`src/rtl/intc_pkg.sv`:
```
package intc_pkg;
  localparam int ADDR_W = 3;
  localparam logic [ADDR_W-1:0] A_PEND  = 3'd0;
  localparam logic [ADDR_W-1:0] A_MASK  = 3'd1;
  localparam logic [ADDR_W-1:0] A_ROUTE = 3'd2;
  localparam logic [ADDR_W-1:0] A_CTRL  = 3'd3;
  localparam logic [ADDR_W-1:0] A_WAKE  = 3'd4;
endpackage

```
`src/rtl/intc_regs.sv`:
```
module intc_regs
  import intc_pkg::*;
#(
  parameter int N_SRC  = 32,
  parameter int N_GPIO = 28
) (
  input  logic              clk,
  input  logic              rst_n,
  input  logic              we_i,
  input  logic [ADDR_W-1:0] addr_i,
  input  logic [N_SRC-1:0]  wdata_i,
  input  logic [N_SRC-1:0]  pend_i,
  output logic [N_SRC-1:0]  mask_o,
  output logic [N_SRC-1:0]  route_o,
  output logic              gate_o,
  output logic [N_GPIO-1:0] wk_gpio_o,
  output logic              wk_rtc_o,
  output logic [N_SRC-1:0]  rdata_o
);
  localparam int RTC_BIT = N_SRC - 1;

  always_ff @(posedge clk or negedge rst_n) begin
    if (!rst_n) begin
      mask_o    <= '0;
      route_o   <= '0;
      gate_o    <= 1'b0;
      wk_gpio_o <= '0;
      wk_rtc_o  <= 1'b0;
    end else if (we_i) begin
      unique case (addr_i)
        A_MASK:  mask_o  <= wdata_i;
        A_ROUTE: route_o <= wdata_i;
        A_CTRL:  gate_o  <= wdata_i[0];
        A_WAKE: begin
          wk_gpio_o <= wdata_i[N_GPIO-1:0];
          wk_rtc_o  <= wdata_i[RTC_BIT];
        end
        default: ;
      endcase
    end
  end

  always_comb begin
    rdata_o = '0;
    unique case (addr_i)
      A_PEND:  rdata_o = pend_i;
      A_MASK:  rdata_o = mask_o;
      A_ROUTE: rdata_o = route_o;
      A_CTRL:  rdata_o[0] = gate_o;
      A_WAKE: begin
        rdata_o[N_GPIO-1:0] = wk_gpio_o;
        rdata_o[RTC_BIT]    = wk_rtc_o;
      end
      default: rdata_o = '0;
    endcase
  end

  assert_mask_write_R5: assert property (@(posedge clk) disable iff (!rst_n)
    (we_i && addr_i == A_MASK) |=> (mask_o == $past(wdata_i)));
  assert_route_write_R5: assert property (@(posedge clk) disable iff (!rst_n)
    (we_i && addr_i == A_ROUTE) |=> (route_o == $past(wdata_i)));
  assert_pend_no_write_R5: assert property (@(posedge clk) disable iff (!rst_n)
    (we_i && addr_i == A_PEND) |=> ($stable(mask_o) && $stable(route_o) && $stable(gate_o)));
endmodule

```
`src/rtl/intc_route.sv`:
```
module intc_route #(
  parameter int N_SRC = 32
) (
  input  logic             clk,
  input  logic             rst_n,
  input  logic [N_SRC-1:0] pend_i,
  input  logic [N_SRC-1:0] mask_i,
  input  logic [N_SRC-1:0] route_i,
  output logic             irq_o,
  output logic             fiq_o
);
  logic [N_SRC-1:0] irq_hit;
  logic [N_SRC-1:0] fiq_hit;

  for (genvar i = 0; i < N_SRC; i++) begin : g_src
    logic live;
    assign live       = pend_i[i] & mask_i[i];
    assign irq_hit[i] = live & ~route_i[i];
    assign fiq_hit[i] = live &  route_i[i];
  end

  assign irq_o = |irq_hit;
  assign fiq_o = |fiq_hit;

  assert_masked_silent_R1: assert property (@(posedge clk) disable iff (!rst_n)
    !(|(pend_i & mask_i)) |-> (!irq_o && !fiq_o));
  assert_fiq_has_route_R2: assert property (@(posedge clk) disable iff (!rst_n)
    fiq_o |-> (|route_i));
  assert_irq_has_normal_R2: assert property (@(posedge clk) disable iff (!rst_n)
    irq_o |-> !(&route_i));
endmodule

```
`src/rtl/intc_wake.sv`:
```
module intc_wake #(
  parameter int N_GPIO = 28
) (
  input  logic              clk,
  input  logic              rst_n,
  input  logic              sleep_i,
  input  logic [N_GPIO-1:0] gpio_evt_i,
  input  logic              rtc_i,
  input  logic [N_GPIO-1:0] en_gpio_i,
  input  logic              en_rtc_i,
  output logic              wake_req_o
);
  logic cause;
  assign cause = (|(gpio_evt_i & en_gpio_i)) | (rtc_i & en_rtc_i);

  always_ff @(posedge clk or negedge rst_n) begin
    if (!rst_n) wake_req_o <= 1'b0;
    else        wake_req_o <= sleep_i & cause;
  end

  assert_wake_only_asleep_R9: assert property (@(posedge clk) disable iff (!rst_n)
    wake_req_o |-> $past(sleep_i));
  assert_wake_has_cause_R8: assert property (@(posedge clk) disable iff (!rst_n)
    wake_req_o |-> ($past(|(gpio_evt_i & en_gpio_i)) || $past(rtc_i && en_rtc_i)));
endmodule

```
`src/rtl/intc_steer.sv`:
```
module intc_steer
  import intc_pkg::*;
#(
  parameter int N_SRC    = 32,
  parameter int N_DIRECT = 11,
  parameter int N_GPIO   = 28
) (
  input  logic                         clk,
  input  logic                         rst_n,
  input  logic [N_GPIO-1:0]            gpio_evt_i,
  input  logic [N_SRC-N_DIRECT-2:0]    periph_req_i,
  input  logic                         rtc_alarm_i,
  input  logic                         sleep_i,
  input  logic                         reg_we_i,
  input  logic [ADDR_W-1:0]            reg_addr_i,
  input  logic [N_SRC-1:0]             reg_wdata_i,
  output logic [N_SRC-1:0]             reg_rdata_o,
  output logic                         irq_o,
  output logic                         fiq_o,
  output logic                         idle_wake_o,
  output logic                         wake_req_o
);
  logic [N_SRC-1:0]  pend;
  logic [N_SRC-1:0]  mask_q;
  logic [N_SRC-1:0]  route_q;
  logic              gate_q;
  logic [N_GPIO-1:0] wk_gpio_q;
  logic              wk_rtc_q;
  logic              grp_sum;

  assign grp_sum = |gpio_evt_i[N_GPIO-1:N_DIRECT];
  assign pend    = {periph_req_i, grp_sum, gpio_evt_i[N_DIRECT-1:0]};

  intc_regs #(.N_SRC(N_SRC), .N_GPIO(N_GPIO)) regs_i (
    .clk(clk), .rst_n(rst_n), .we_i(reg_we_i), .addr_i(reg_addr_i),
    .wdata_i(reg_wdata_i), .pend_i(pend), .mask_o(mask_q), .route_o(route_q),
    .gate_o(gate_q), .wk_gpio_o(wk_gpio_q), .wk_rtc_o(wk_rtc_q), .rdata_o(reg_rdata_o)
  );

  intc_route #(.N_SRC(N_SRC)) route_i (
    .clk(clk), .rst_n(rst_n), .pend_i(pend), .mask_i(mask_q), .route_i(route_q),
    .irq_o(irq_o), .fiq_o(fiq_o)
  );

  intc_wake #(.N_GPIO(N_GPIO)) wake_i (
    .clk(clk), .rst_n(rst_n), .sleep_i(sleep_i), .gpio_evt_i(gpio_evt_i),
    .rtc_i(rtc_alarm_i), .en_gpio_i(wk_gpio_q), .en_rtc_i(wk_rtc_q),
    .wake_req_o(wake_req_o)
  );

  assign idle_wake_o = gate_q ? |(pend & mask_q) : |pend;

  assert_idle_gated_R6: assert property (@(posedge clk) disable iff (!rst_n)
    (gate_q && !(irq_o || fiq_o)) |-> !idle_wake_o);
  assert_idle_open_R7: assert property (@(posedge clk) disable iff (!rst_n)
    (!gate_q && (|gpio_evt_i || |periph_req_i)) |-> idle_wake_o);
  assert_idle_follows_out_R10: assert property (@(posedge clk) disable iff (!rst_n)
    (irq_o || fiq_o) |-> idle_wake_o);
endmodule

```
`config.mk`:
```
export PLATFORM = sky130hd
export DESIGN_NAME = intc_steer
export DESIGN_NICKNAME = d
export VERILOG_FILES = /design/src/rtl/intc_pkg.sv /design/src/rtl/intc_regs.sv /design/src/rtl/intc_route.sv /design/src/rtl/intc_wake.sv /design/src/rtl/intc_steer.sv
export SDC_FILE = /design/constraint.sdc
export NUM_CORES = 1
export LEC_CHECK = 0
export CAP_MARGIN = 15
export CORE_MARGIN = 10
export CORE_UTILIZATION = 46
export DETAILED_ROUTE_END_ITERATION = 16
export GPL_ROUTABILITY_DRIVEN = 0
export GPL_TIMING_DRIVEN = 0
export PLACE_DENSITY_LB_ADDON = 0.3
export REMOVE_ABC_BUFFERS = 1
export SYNTH_ARGS = -nofsm -noshare
export SYNTH_HDL_FRONTEND = slang
export SYNTH_SLANG_ARGS = --single-unit
```
`constraint.sdc`:
```
create_clock -name clk -period 2.75 [get_ports clk]
set_clock_uncertainty 0.1 [all_clocks]
set_input_delay 0.825 -clock clk [delete_from_list [all_inputs] [get_ports clk]]
set_output_delay 0.825 -clock clk [all_outputs]
set_load 0.01 [all_outputs]
```
# Word level (Yosys, flattened, before mapping)
# Index checks and enable logic that the tools add are counted.
# Widths: inputs -> output; s select.
# totals
inputBits	88
register_bits	95
rom_bits	0
latch_bits	0
out_inout_bits	36
memories	0
ramBits	0
# classes
mul	0
addsub	0
mux	5
shift	0
reduce_logical	11
n_bitwise	133
div_mod_pow	0
order_cmp	0
eq_ne	4
# op_table
op	n
$pmux 27 s4	1
$and 1x1->1	98
$reduce_or 32->1	3
$reduce_or 48->1	1
$and 32x32->32	1
$not 1->1	32
$and 28x28->28	1
$reduce_or 28->1	1
$reduce_or 17->1	1
$pmux 3 s3	1
$reduce_and 2->1	4
$eq 3x2->1 const B	2
$pmux 1 s5	1
$pmux 1 s4	1
$eq 3x1->1 const B	1
$eq 3x3->1 const B	1
$logic_not 3->1	1
$mux 1	1
$or 1x1->1	1

# Longest topological paths before layout
# logic_depth
ltp_word	4
depth_mapped	8
mapped_depth_nobuf	5

# Modules after synthesis
# A second synthesis with hierarchy kept.
# hier_totals
hier_cells	482
hier_area_um2	5335.1
# modules_own_cells
module	cells_each	n_inst	area_per_inst_um2
intc_regs	329	1	4365.4
intc_route	95	1	484.2
intc_steer	39	1	300.3
intc_wake	19	1	185.2

# Least setup slack after synthesis
# No wires, ideal clock.
# synth_path
path_type	input-to-output
start	in reg_addr_i[2]
end	out reg_rdata_o[20]
arrival_time_ns	2.007
required_time_ns	1.825
path_slack_ns	-0.182
stages	5
n_path_buf	2
path_cell_list	buf_4 > nor3_2 > clkbuf_1 > a22o_1 > a221o_1
# synth_via
elab_chain_len	2
# synth_lines
item	line	rtl
from (decl)	intc_steer.sv:15	input logic [ADDR_W-1:0] reg_addr_i,
$eq 3x3->1, or another cell as far along	intc_regs.sv:45	unique case (addr_i)
$pmux 27 s4 *	intc_regs.sv:45	
to (decl)	intc_steer.sv:17	output logic [N_SRC-1:0] reg_rdata_o,
# Mark *: on every way between the ends. The rest lies on a longest branch, timed or not.

# Final worst setup path
# layout_path
start	in gpio_evt_i[24]
end	out reg_rdata_o[11]
# layout_via
elab_chain_len	2
# layout_lines
item	line	rtl
from (decl)	intc_steer.sv:10	input logic [N_GPIO-1:0] gpio_evt_i,
$reduce_or 17->1	intc_steer.sv:31	assign grp_sum = |gpio_evt_i[N_GPIO-1:N_DIRECT];
$pmux 27 s4	intc_regs.sv:45	
# No other way between the ends.

==> flow_summary.yaml <==
run_status:
  status: "finished with violations"
  violations: "negative setup slack"
cts:
  cts-root-buf: "clkbuf_16"
  htreeDepth: 3
  hold_buffers: 0
  cts_tree: "built"
  clockBufferDepth: 2
  clk_pin_slew_ns: 0.07
  cts_made_buffers: 9
  clk_latency_ns: 0.36
  cts_sinks: 95
routing:
  antenna_left: 0
  drc: 0
  dr.pass1.iters: 5
  routedWlPerCell_um: 27.9
  wl_um: 20900
  vias: 5196
  dr.first_iter.drc_count: 819
  viasPerCell: 6.94
pwr:
  power_density_nw_per_um2: 623
  p_total_uw: 4570
  power_leakage_uw: 0.00319
  ir_drop_v: 0.000309
timing:
  finalSetupTns_ns: -7.95
  slew_viol_final: 0
  setup_viol: 32
  fin_crit_sh: 1.22
  max_slew_margin: 0.338
  rsz0062_at_grt: "yes"
  hold-worst-slack_ns: 0.389
  fmax_mhz: 297
  finalHoldViolCount: 0
  setup_ws_ns: -0.618
  min_period_ns: 3.37
  tightest_slew_ns: 0.992
layout:
  instances_no_fill: 749
  antenna_cells: 0
  multi_input_area_sq_um: 2910
  area_growth_pct: 38.6
  layout.nets: 690
  drive_gt1_frac: 0.366
  regArea_sq_um: 2380
  fillers: 874
run:
  cap_violations: 0
synth:
  synthArstFlopShare: 1.00
  yosysSeqAreaShare: 0.449
  synthTopCellsByCount: "dfrtp_1 (95), nand2_1 (35), nand3_1 (35)"
  synth_top_area_share: 0.449
  yosysMostFrequentCell: "dfrtp_1"
  synth_area_leaders: "dfrtp_1 (45%), mux2_4 (8.5%), mux2_2 (7.2%), mux2_1 (6.4%), a221o_1 (5.3%)"
  synth_top_area_cell: "dfrtp_1"
  ys.flop_type: "dfrtp_1"
  yosysWarningCount: 0
  syn_area_sq_um: 5300
  syn_avg_cell_area_sq_um: 12.0
  ys_ff_latch: 95
  ys_types: 37
  synthCells: 443
  synth_edf_count: 0
critical_path:
  end_kind: "output port"
  path_class: "input pin to output port"
  required_ns: 1.83
  cp_max_fo: 4
  cp.arrival_ns: 2.44
  worstSetupStartpointType: "input pin"
floorplan:
  pin_count: 124
  dieWidth_um: 127
  rows: 39
  fp.coreArea_sq_um: 11400
  chipHeight_um: 127
  initial_core_util: 0.466
  die_area_sq_um: 16200
global_routing:
  grt_max_degree: 50
  gr-total-overflow: 0
  grtUsageTotal: 0.240
  grt_pass1_wl_um: 30800
  grt_pass1_vias: 5239
  antenna_found_initial: 0
placement:
  dp_hpwl_um: 14000
  dp.cells: 690
  place_ws_ns: -1.76
  numPortBuffers: 123
hold_path:
  hp-class: "input pin to asynchronous set/reset pin"
cell type report:
type | count | share of cell area
tap | 143 | 0.0244
timing repair buffer | 171 | 0.217
inverter | 1 | 0.000511
clock inverter | 5 | 0.00579
clock buffer | 10 | 0.0325
multi-input combinational | 324 | 0.396
sequential | 95 | 0.324
worst max-delay path, stage by stage:
cell and delay [ns]:
clkdlybuf4s50_1 0.49, or4_4 0.60, a221o_1 0.36, buf_2 0.16
metal layers:
metal | part of all wire | GRT usage | up-vias | wire, um
met4 | 0.038 | 0.100 | 0 | 796
li1 | - | - | 2085 | -
met3 | 0.13 | 0.0856 | 90 | 2800
met5 | 0 | 0 | - | 0
met2 | 0.45 | 0.368 | 463 | 9510
met1 | 0.37 | 0.302 | 2558 | 7810
layout by cell type (no fill, tap or decap), types with 3 or more instances in the layout:
cell type        Yosys  final
a21oi_1              5      3
a221o_1             28     28
a221oi_1             3      3
a22o_1              30     30
a22oi_1              7      7
buf_12               3      6
buf_2                4     32
buf_4                4     20
buf_6                7     21
buf_8                0      6
clkbuf_16            0     11
clkbuf_2             0     12
clkdlybuf4s50_1      0     39
dfrtp_1             95     95
dlygate4sd2_1        0     27
mux2_1              30     30
mux2_2              34     34
mux2_4              30     30
mux2i_1              3      3
nand2_1             35     25
nand2_2              0      9
nand3_1             35     33
nand4_1             20     20
nor2_1              13     13
nor2b_4              2      3
nor4_1              18      5
nor4_2               0     10
nor4_4               0      3
o22ai_1             15     15
sequential cells by signal, indices dropped and copies added, names as in the netlist:
register,flops
regs_i.mask_o,32
regs_i.route_o,32
regs_i.wk_gpio_o,28
regs_i.gate_o,1
regs_i.wk_rtc_o,1
wake_i.wake_req_o,1
final timing paths:
path / startpoint / cells past startpoint / to / slack, ns
worst max register to register: regs_i.wk_gpio_o[23] / 4 / wake_i.wake_req_o / 1.06
min in group clk: regs_i.wk_gpio_o[18] / 1 / regs_i.wk_gpio_o[18] / 0.45
max in group asynchronous: rst_n / 2 / regs_i.route_o[10] / 1.49
worst min-delay path: rst_n / 1 / regs_i.wk_gpio_o[23] / 0.39
worst max-delay path: gpio_evt_i[24] / 4 / reg_rdata_o[11] / -0.62
worst min register to register: regs_i.wk_gpio_o[18] / 1 / regs_i.wk_gpio_o[18] / 0.45
through the flow:
step,utilization,cell area [sq um]
finish,0.646,7340
global route,0.646,7340
CTS,0.625,7110
detailed placement,0.580,6590
global placement,0.571,6500
floorplan,-,5090
report_power, final:
group | leakage [uW] | switching [uW] | internal [uW] | total (uW)
Sequential | 0.00114 | 390 | 1700 | 2090
Clock | 0.000136 | 589 | 644 | 1230
Combinational | 0.00191 | 567 | 680 | 1250
logic make-up (layout without fill, tap and decap cells):
logic type | Yosys count | after routing | synth area share
flops | 95 | 95 | 0.449
buf+inv | 25 | 187 | 0.0406
simple gates | 132 | 133 | 0.132
mux | 98 | 98 | 0.231
compound gates | 93 | 93 | 0.148
repair_timing:
item                       CTS  global route
gates cloned                 2             2
pin swaps                   18            44
resized for setup          184           128
setup endpoints to repair  128            63
buffers inserted            20            26
(Power assumes the default switching activity.)
